$ cat config.mk
export PLATFORM = sky130hd
export DESIGN_NAME = hdx_collision_ctrl
export DESIGN_NICKNAME = d
export VERILOG_FILES = /design/src/rtl/hdx_collision_ctrl.sv
export SDC_FILE = /design/constraint.sdc
export NUM_CORES = 1
export LEC_CHECK = 0
export ABC_AREA = 1
export BUFFER_PORTS_ARGS = -buffer_cell sky130_fd_sc_hd__buf_4
export CORE_MARGIN = 2
export CORE_UTILIZATION = 37
export DETAILED_ROUTE_END_ITERATION = 16
export GPL_TIMING_DRIVEN = 0
export SYNTH_ARGS = -nofsm -noshare
export SYNTH_HDL_FRONTEND = slang
export SYNTH_SLANG_ARGS = --single-unit
$ cat constraint.sdc
create_clock -name clk -period 1.5 [get_ports clk]
set_input_delay 0 -clock clk [delete_from_list [all_inputs] [get_ports clk]]
set_output_delay 0 -clock clk [all_outputs]
set_load 0.01 [all_outputs]
$ cat src/rtl/hdx_collision_ctrl.sv
module hdx_collision_ctrl #(
  parameter int JAM_CLKS     = 8,
  parameter int SLOT_CLKS    = 128,
  parameter int LATE_CLKS    = 128,
  parameter int MAX_ATTEMPTS = 16,
  parameter int BACKOFF_CAP  = 10,
  parameter int RAND_W       = 10
) (
  input  logic              clk,
  input  logic              rst_n,
  input  logic              tx_active,
  input  logic              preamble_active,
  input  logic              col_det,
  input  logic [RAND_W-1:0] rand_in,
  output logic              jam_en,
  output logic [3:0]        jam_data,
  output logic              backoff_busy,
  output logic              retry_req,
  output logic              late_col,
  output logic              retry_limit
);

  localparam int JW = (JAM_CLKS > 1) ? $clog2(JAM_CLKS) : 1;
  localparam int SW = (SLOT_CLKS > 1) ? $clog2(SLOT_CLKS) : 1;
  localparam int LW = $clog2(LATE_CLKS + 1);
  localparam int AW = $clog2(MAX_ATTEMPTS + 1);

  typedef enum logic [1:0] {S_IDLE, S_HOLD, S_JAM, S_WAIT} state_t;

  state_t            state;
  logic [JW-1:0]     jam_cnt;
  logic [SW-1:0]     tick;
  logic [RAND_W-1:0] slots;
  logic [LW-1:0]     data_cnt;
  logic [AW-1:0]     attempts;
  logic              pend_late, pend_drop, frame_col, tx_q;
  logic [RAND_W-1:0] mask;
  logic              col_take, is_late, tx_ok;
  logic [AW-1:0]     att_next;

  always_comb begin
    for (int i = 0; i < RAND_W; i++)
      mask[i] = (int'(attempts) > i) && (i < BACKOFF_CAP);
  end

  assign col_take     = (state == S_IDLE) && tx_active && col_det;
  assign is_late      = data_cnt >= LW'(LATE_CLKS);
  assign att_next     = attempts + AW'(1);
  assign tx_ok        = (state == S_IDLE) && tx_q && !tx_active && !frame_col;
  assign jam_en       = (state == S_JAM);
  assign jam_data     = {4{jam_en}};
  assign backoff_busy = (state == S_WAIT);

  always_ff @(posedge clk) begin
    if (!rst_n) begin
      state       <= S_IDLE;
      jam_cnt     <= '0;
      tick        <= '0;
      slots       <= '0;
      data_cnt    <= '0;
      attempts    <= '0;
      pend_late   <= 1'b0;
      pend_drop   <= 1'b0;
      frame_col   <= 1'b0;
      tx_q        <= 1'b0;
      retry_req   <= 1'b0;
      late_col    <= 1'b0;
      retry_limit <= 1'b0;
    end else begin
      retry_req   <= 1'b0;
      late_col    <= 1'b0;
      retry_limit <= 1'b0;
      tx_q        <= tx_active;

      if (!tx_active)
        data_cnt <= '0;
      else if (!preamble_active && !is_late)
        data_cnt <= data_cnt + LW'(1);

      if (tx_active && !tx_q)
        frame_col <= 1'b0;
      if (tx_ok)
        attempts <= '0;

      unique case (state)
        S_IDLE: if (col_take) begin
          frame_col <= 1'b1;
          pend_late <= is_late;
          pend_drop <= !is_late && (att_next == AW'(MAX_ATTEMPTS));
          if (!is_late)
            attempts <= att_next;
          jam_cnt <= '0;
          state   <= preamble_active ? S_HOLD : S_JAM;
        end
        S_HOLD: if (!preamble_active)
          state <= S_JAM;
        S_JAM: if (jam_cnt == JW'(JAM_CLKS - 1)) begin
          if (pend_late) begin
            late_col <= 1'b1;
            attempts <= '0;
            state    <= S_IDLE;
          end else if (pend_drop) begin
            retry_limit <= 1'b1;
            attempts    <= '0;
            state       <= S_IDLE;
          end else begin
            slots <= rand_in & mask;
            tick  <= '0;
            state <= S_WAIT;
          end
        end else begin
          jam_cnt <= jam_cnt + JW'(1);
        end
        S_WAIT: if (slots == '0) begin
          retry_req <= 1'b1;
          state     <= S_IDLE;
        end else if (tick == SW'(SLOT_CLKS - 1)) begin
          tick  <= '0;
          slots <= slots - RAND_W'(1);
        end else begin
          tick <= tick + SW'(1);
        end
        default: state <= S_IDLE;
      endcase
    end
  end

endmodule

==> results of run 1 <==
## layer usage
layer	global-route usage	up-vias	share of wire
li1	-	1267	-
met1	0.190	1059	0.45
met2	0.291	28	0.50
met3	0.0341	9	0.035
met4	0.0615	0	0.016
met5	0	-	0
## what timing repair did
action / in CTS / in global routing
pin swaps: 10 / 13
gates cloned: 1 / 0
hold endpoints to repair: 0 / 0
gates resized for setup: 24 / 25
setup buffers: 10 / 6
endpoints found under the setup margin: 16 / 25
## cells in the mapped netlist (all sizes together), types with 2 or more instances
library cell	number	share of area
dfxtp	42	0.33
buf	8	0.033
inv	45	0.066
xor2	3	0.010
nand2	93	0.16
nor2	49	0.081
nand3	42	0.10
xnor2	3	0.010
ha	12	0.059
nor3	6	0.016
o21ai	24	0.047
nand4	7	0.017
clkbuf	2	0.0029
a21oi	22	0.043
## stage by stage
| stage | power (W) | util | setup TNS (ns) | cell area [µm²] | hold slack [ns] |
|---|---|---|---|---|---|
| 2_1_floorplan | 0.00194 | - | 0 | 2570 | 0.183 |
| 4_1_cts | 0.00299 | 0.457 | -0.00413 | 3090 | 0.0244 |
| 5_1_grt | 0.00324 | 0.472 | -0.108 | 3190 | 0.0422 |
| 3_5_place_dp | 0.00219 | 0.420 | -0.811 | 2840 | 0.343 |
| 3_3_place_gp | 0.00218 | 0.420 | -0.683 | 2840 | 0.342 |
| 6_report | 0.00304 | 0.472 | 0 | 3190 | 0.0263 |
## worst paths after layout
check | from | endpoint | slack (ns) | depth (start not counted)
worst min register to register | data_cnt[3]$_SDFFE_PN0P_ | data_cnt[3]$_SDFFE_PN0P_ | 0.48 | 1
worst max-delay path | slots[1]$_SDFFE_PN0P_ | tick[0]$_SDFFE_PN0P_ | 0.03 | 10
worst min-delay path | rand_in[6] | slots[6]$_SDFFE_PN0P_ | 0.03 | 5
worst max register to register | slots[1]$_SDFFE_PN0P_ | tick[0]$_SDFFE_PN0P_ | 0.03 | 10
## critical path, delay by kind of cell (launching register included)
| kind | cells | cell delay (ns) |
|---|---|---|
| AOI/OAI and AO/OA | 1 | 0.14 |
| adders and majority gates | 1 | 0.14 |
| DFF | 1 | 0.34 |
| buffers and inverters | 3 | 0.27 |
| and+or+nand+nor | 5 | 0.48 |
## flip-flops by register name, indices dropped and copies added (netlist names)
name	count
slots	10
data_cnt	8
tick	7
attempts	5
jam_cnt	3
state	2
frame_col	1
late_col	1
pend_drop	1
pend_late	1
retry_limit	1
retry_req	1
tx_q	1
## layout make-up
cell class                 instances  area [µm²]
sequential                        42         865
fill                             696        3570
tap                               80         100
buffer                             9        80.1
multi-input combinational        268        1560
inverter                          46         180
clock inverter                     3        21.3
clock buffer                       5        68.8
timing repair buffer              39         313
## cell families (layout without fill, tap and decap cells)
group | Yosys count | in the layout | synth area share
XOR/XNOR | 6 | 6 | 0.0205
AO/OA/AOI/OAI | 51 | 51 | 0.105
adder cells (fa/ha/maj) | 12 | 12 | 0.0585
AND/OR/NAND/NOR | 199 | 199 | 0.383
flip-flops | 42 | 42 | 0.328
buffers and inverters | 56 | 102 | 0.105
## report_power, final
group	leakage, nW	switching [W]	total [W]	internal, W
Combinational	1.13	0.000531	0.000949	0.000418
Clock	0.0441	0.000445	0.000773	0.000328
Sequential	0.346	0.000116	0.00132	0.00120
==> impl_metrics.env, run 1 <==
export IMPL_fin_cells=492
export IMPL_drt_pre_antenna_iters=4
export IMPL_p_per_area_mw_per_mm2=953
export IMPL_syn_area_mm2=0.00257
export IMPL_arrival_ns=1.67
export IMPL_max_slew_margin_rel=0.661
export IMPL_slew_violations=0
export IMPL_finalCritPeriodShare=0.979
export IMPL_ios=24
export IMPL_initial_core_util=0.380
export IMPL_critPathKind="register to register"
export IMPL_hp_class="input port to register"
export IMPL_maxCapViolations=0
export IMPL_grt_usage=0.163
export IMPL_remaining_drc_errors=0
export IMPL_num_rows=30
export IMPL_yosysUniqueCellTypes=32
export IMPL_avgSynthCellArea_um2=7.01
export IMPL_ys_seq_elements=42
export IMPL_grt_pass1_wl_um=9790
export IMPL_die_area_mm2=0.00762
export IMPL_worst_pin_slew_ns=0.509
export IMPL_ctsLongestPathBuffers=2
export IMPL_min_period_ns=1.47
export IMPL_drt_iter0_drc=83
export IMPL_grt_ovfl_total=0
export IMPL_irDropWorstVdd_mv=0.484
export IMPL_cts_num_sinks=42
export IMPL_ctsHtreeMaxLevel=2
export IMPL_vias_per_cell=4.80
export IMPL_p_leak_nw=1.52
export IMPL_place_port_buffers=23
export IMPL_path_cells="inv_2 > ha_4 > inv_2 > nor2_2 > nand3_2 > nand2_4 > nand2_8 > buf_4 > a21oi_1 > nor2_1"
export IMPL_dr_total_vias=2363
export IMPL_cts_hold_buf=0
export IMPL_gp_congestion=0.826
export IMPL_cts_tree="done"
export IMPL_drive_gt1_frac=0.272
export IMPL_grt_max_degree=15
export IMPL_finClkSkew_ns=0.00656
export IMPL_dp_cells=469
export IMPL_hpwl_um=4320
export IMPL_cp_start_kind="register"
export IMPL_post_place_ws_ns=-0.103
export IMPL_cpPeakStageDelay_ns=0.34
export IMPL_yosys_most_used_dff="dfxtp_1"
export IMPL_synth_nets=393
export IMPL_yosys_warnings=0
export IMPL_hold_viol_final=0
export IMPL_fp_dieW_um=87.3
export IMPL_grt_pass1_vias=2232
export IMPL_final_cell_mix="nand2_1, buf_4, inv_1, nor2_1"
export IMPL_setup_viol=0
export IMPL_synthCells=366
export IMPL_clk_pin_slew_ns=0.09
export IMPL_clock_latency_ns=0.30
export IMPL_seq_area_frac_synth=0.328
export IMPL_async_flop_share=0
export IMPL_n_antenna_cell=0
export IMPL_antenna_found_initial=0
export IMPL_fp_dieH_um=87.3
export IMPL_cp_required_ns=1.70
export IMPL_finalNetCount=438
export IMPL_cts_root_buf="clkbuf_8"
export IMPL_fin_ws_ns=0.0311
export IMPL_core_mm2=0.00676
export IMPL_synth_edff_count=0
export IMPL_numCtsBuffers=5
export IMPL_crit_fanout=8
export IMPL_cp_end_kind="register"
export IMPL_crit_top_cell="inv_2"
export IMPL_ant_nets=0
export IMPL_wl_per_cell_um=12.4
export IMPL_status="finished clean"
export IMPL_cp_slowest_cell="dfxtp_2"
export IMPL_area_delta_synth_final_pct=24.2
export IMPL_max_freq_mhz=681
export IMPL_final_common_cell="nand2_1"
export IMPL_drt_wl_total_um=6120
Note: power is estimated with default switching activity, not from simulation.
==> run 2, diff against run 1 <==
--- a/config.mk
+++ b/config.mk
@@ -11,6 +11,7 @@
 export CORE_UTILIZATION = 37
 export DETAILED_ROUTE_END_ITERATION = 16
 export GPL_TIMING_DRIVEN = 0
+export SETUP_SLACK_MARGIN = 0.05
 export SYNTH_ARGS = -nofsm -noshare
 export SYNTH_HDL_FRONTEND = slang
 export SYNTH_SLANG_ARGS = --single-unit
==> impl_metrics.env, run 2 (same netlist as run 1, synthesis figures left out) <==
export IMPL_status="finished clean"
export IMPL_rsz0062_at_grt="true"
export IMPL_cp_required_ns=1.70
export IMPL_finalNetCount=442
export IMPL_cp_start_kind="register"
export IMPL_antenna_found_initial=0
export IMPL_p_leak_nw=1.54
export IMPL_hpwl_um=4320
export IMPL_top_regs="slots (10), data_cnt (8), tick (7)"
export IMPL_r2r_end="slots[5]$_SDFFE_PN0P_"
export IMPL_ant_nets=0
export IMPL_arrival_ns=1.63
export IMPL_drt_iter0_drc=96
export IMPL_clock_latency_ns=0.30
export IMPL_dr_total_vias=2376
export IMPL_regMostFlops="slots"
export IMPL_final_cell_mix="nand2_1, buf_4, inv_1, nor2_1, nand3_1"
export IMPL_regArea_um2=867
export IMPL_num_rows=30
export IMPL_path_delay_family="simple AND/OR/NAND/NOR gates"
export IMPL_finClkSkew_ns=0.00546
export IMPL_n_antenna_cell=0
export IMPL_p_sw_frac=0.362
export IMPL_met3_usage=0.0322
export IMPL_irDropWorstVdd_mv=0.466
export IMPL_cts_hold_buf=0
export IMPL_numCtsBuffers=5
export IMPL_total_power_w=0.00308
export IMPL_crit_fanout=8
export IMPL_min_to="data_cnt[0]$_SDFFE_PN0P_"
export IMPL_fp_dieH_um=87.3
export IMPL_hp_class="input port to register"
export IMPL_max_freq_mhz=700
export IMPL_cp_slowest_cell="dfxtp_2"
export IMPL_setup_viol=0
export IMPL_cpPeakStageDelay_ns=0.34
export IMPL_path_cells="inv_2 > ha_4 > inv_2 > nor2_2 > nand3_2 > nand2_4 > nand2_8 > nand2_8 > buf_12 > nor2_8 > nand2_1 > nand2_1"
export IMPL_ctsHtreeMaxLevel=2
export IMPL_r2r_start="slots[0]$_SDFFE_PN0P_"
export IMPL_max_slew_margin_rel=0.651
export IMPL_finalCritPeriodShare=0.952
export IMPL_die_area_mm2=0.00762
export IMPL_hold_ws_ns=0.0273
export IMPL_cts_root_buf="clkbuf_8"
export IMPL_slew_violations=0
export IMPL_grt_use_met1=0.195
export IMPL_min_period_ns=1.43
export IMPL_pwr_share_seq=0.426
export IMPL_gr_max_usage_layer="met2"
export IMPL_grt_usage=0.167
export IMPL_drt_wl_total_um=6180
export IMPL_hold_viol_final=0
export IMPL_power_frac_clock=0.252
export IMPL_area_delta_synth_final_pct=26.6
export IMPL_nFillCells=685
export IMPL_hold_path_depth=4
export IMPL_ctsLongestPathBuffers=2
export IMPL_final_common_cell="nand2_1"
export IMPL_initial_core_util=0.380
export IMPL_wl_per_cell_um=12.5
export IMPL_grt_ovfl_total=0
export IMPL_maxCapViolations=0
export IMPL_critPathKind="register to register"
export IMPL_cts_tree="done"
export IMPL_drive_gt1_frac=0.303
export IMPL_vias_per_cell=4.79
export IMPL_multiInputGateArea_mm2=0.00158
export IMPL_grt_pass1_wl_um=10000
export IMPL_clk_pin_slew_ns=0.09
export IMPL_gp_congestion=0.826
export IMPL_grt_max_degree=15
export IMPL_crit_buf_inv=3
export IMPL_grt_pass1_vias=2260
export IMPL_final_util=0.481
export IMPL_remaining_drc_errors=0
export IMPL_use_met2=0.301
export IMPL_cp_end_kind="register"
export IMPL_power_frac_comb=0.322
export IMPL_min_delay_start="preamble_active"
export IMPL_p_per_area_mw_per_mm2=948
export IMPL_worst_pin_slew_ns=0.524
export IMPL_r2r_slack_ns=0.07
export IMPL_cts_num_sinks=42
export IMPL_rr_worst_depth=12
export IMPL_largest_register_ff_count=10
export IMPL_fp_dieW_um=87.3
export IMPL_drt_pre_antenna_iters=4
export IMPL_ios=24
export IMPL_cell_internal_pwr_w=0.00196
export IMPL_core_mm2=0.00676
export IMPL_place_port_buffers=23
export IMPL_p_switching_w=0.00111
run 2: area by class of cell:
type                            count  area share
Multi-Input combinational cell    268       0.487
Sequential cell                    42       0.267
Timing Repair Buffer               43       0.107
Inverter                           46      0.0555
Tap cell                           80      0.0308
Buffer                              9      0.0250
Clock buffer                        5      0.0212
Clock inverter                      3     0.00655
run 2: worst max-delay path by stage:
stage	from	end	slack (ns)	cells after the start
6_report	slots[0]$_SDFFE_PN0P_	slots[5]$_SDFFE_PN0P_	0.07	12
4_1_cts	state[0]$_SDFFE_PN0P_	slots[5]$_SDFFE_PN0P_	0.03	10
3_5_place_dp	slots[0]$_SDFFE_PN0P_	tick[6]$_SDFFE_PN0P_	-0.10	11
5_1_grt	tick[4]$_SDFFE_PN0P_	slots[5]$_SDFFE_PN0P_	-0.03	9
2_1_floorplan	slots[0]$_SDFFE_PN0P_	tick[5]$_SDFFE_PN0P_	0.08	11
3_3_place_gp	slots[0]$_SDFFE_PN0P_	tick[5]$_SDFFE_PN0P_	-0.08	11
run 2: power by group through the flow:
stage                     sequential, W  combinational (W)  clock [W]
after CTS                       0.00131           0.000940   0.000788
after global placement          0.00129           0.000893          0
after detailed placement        0.00129           0.000901          0
after floorplan                 0.00128           0.000659          0
final                           0.00131           0.000992   0.000774
after global routing            0.00132            0.00111   0.000843
run 2: worst register-to-register path: stages, from the launching register on:
cell and delay (ns):
dfxtp_2 0.34, inv_2 0.09, ha_4 0.14, inv_2 0.03
nor2_2 0.08, nand3_2 0.10, nand2_4 0.11, nand2_8 0.07
nand2_8 0.09, buf_12 0.11, nor2_8 0.04, nand2_1 0.08
nand2_1 0.05
run 2: repair_timing:
action / in CTS / in global routing
setup endpoints to repair: 27 / 27
setup buffers: 16 / 4
gates cloned: 1 / 0
pin swaps: 14 / 10
gates resized for setup: 34 / 29
run 2: per-stage QoR:
step	area, µm²	TNS, ns	std cells	setup WS, ns
after floorplan	2570	0	366	0.0830
after global placement	2840	-0.683	469	-0.0833
after detailed placement	2840	-0.811	469	-0.103
after CTS	3170	0	493	0.0298
after global routing	3250	-0.102	496	-0.0274
final	3250	0	496	0.0716
run 2: routing by layer:
metal	vias to the layer above	share of wire	routed length, µm
li1	1281	-	-
met4	0	0.013	83
met1	1060	0.46	2820
met2	27	0.50	3110
met5	-	0	0
met3	8	0.028	171
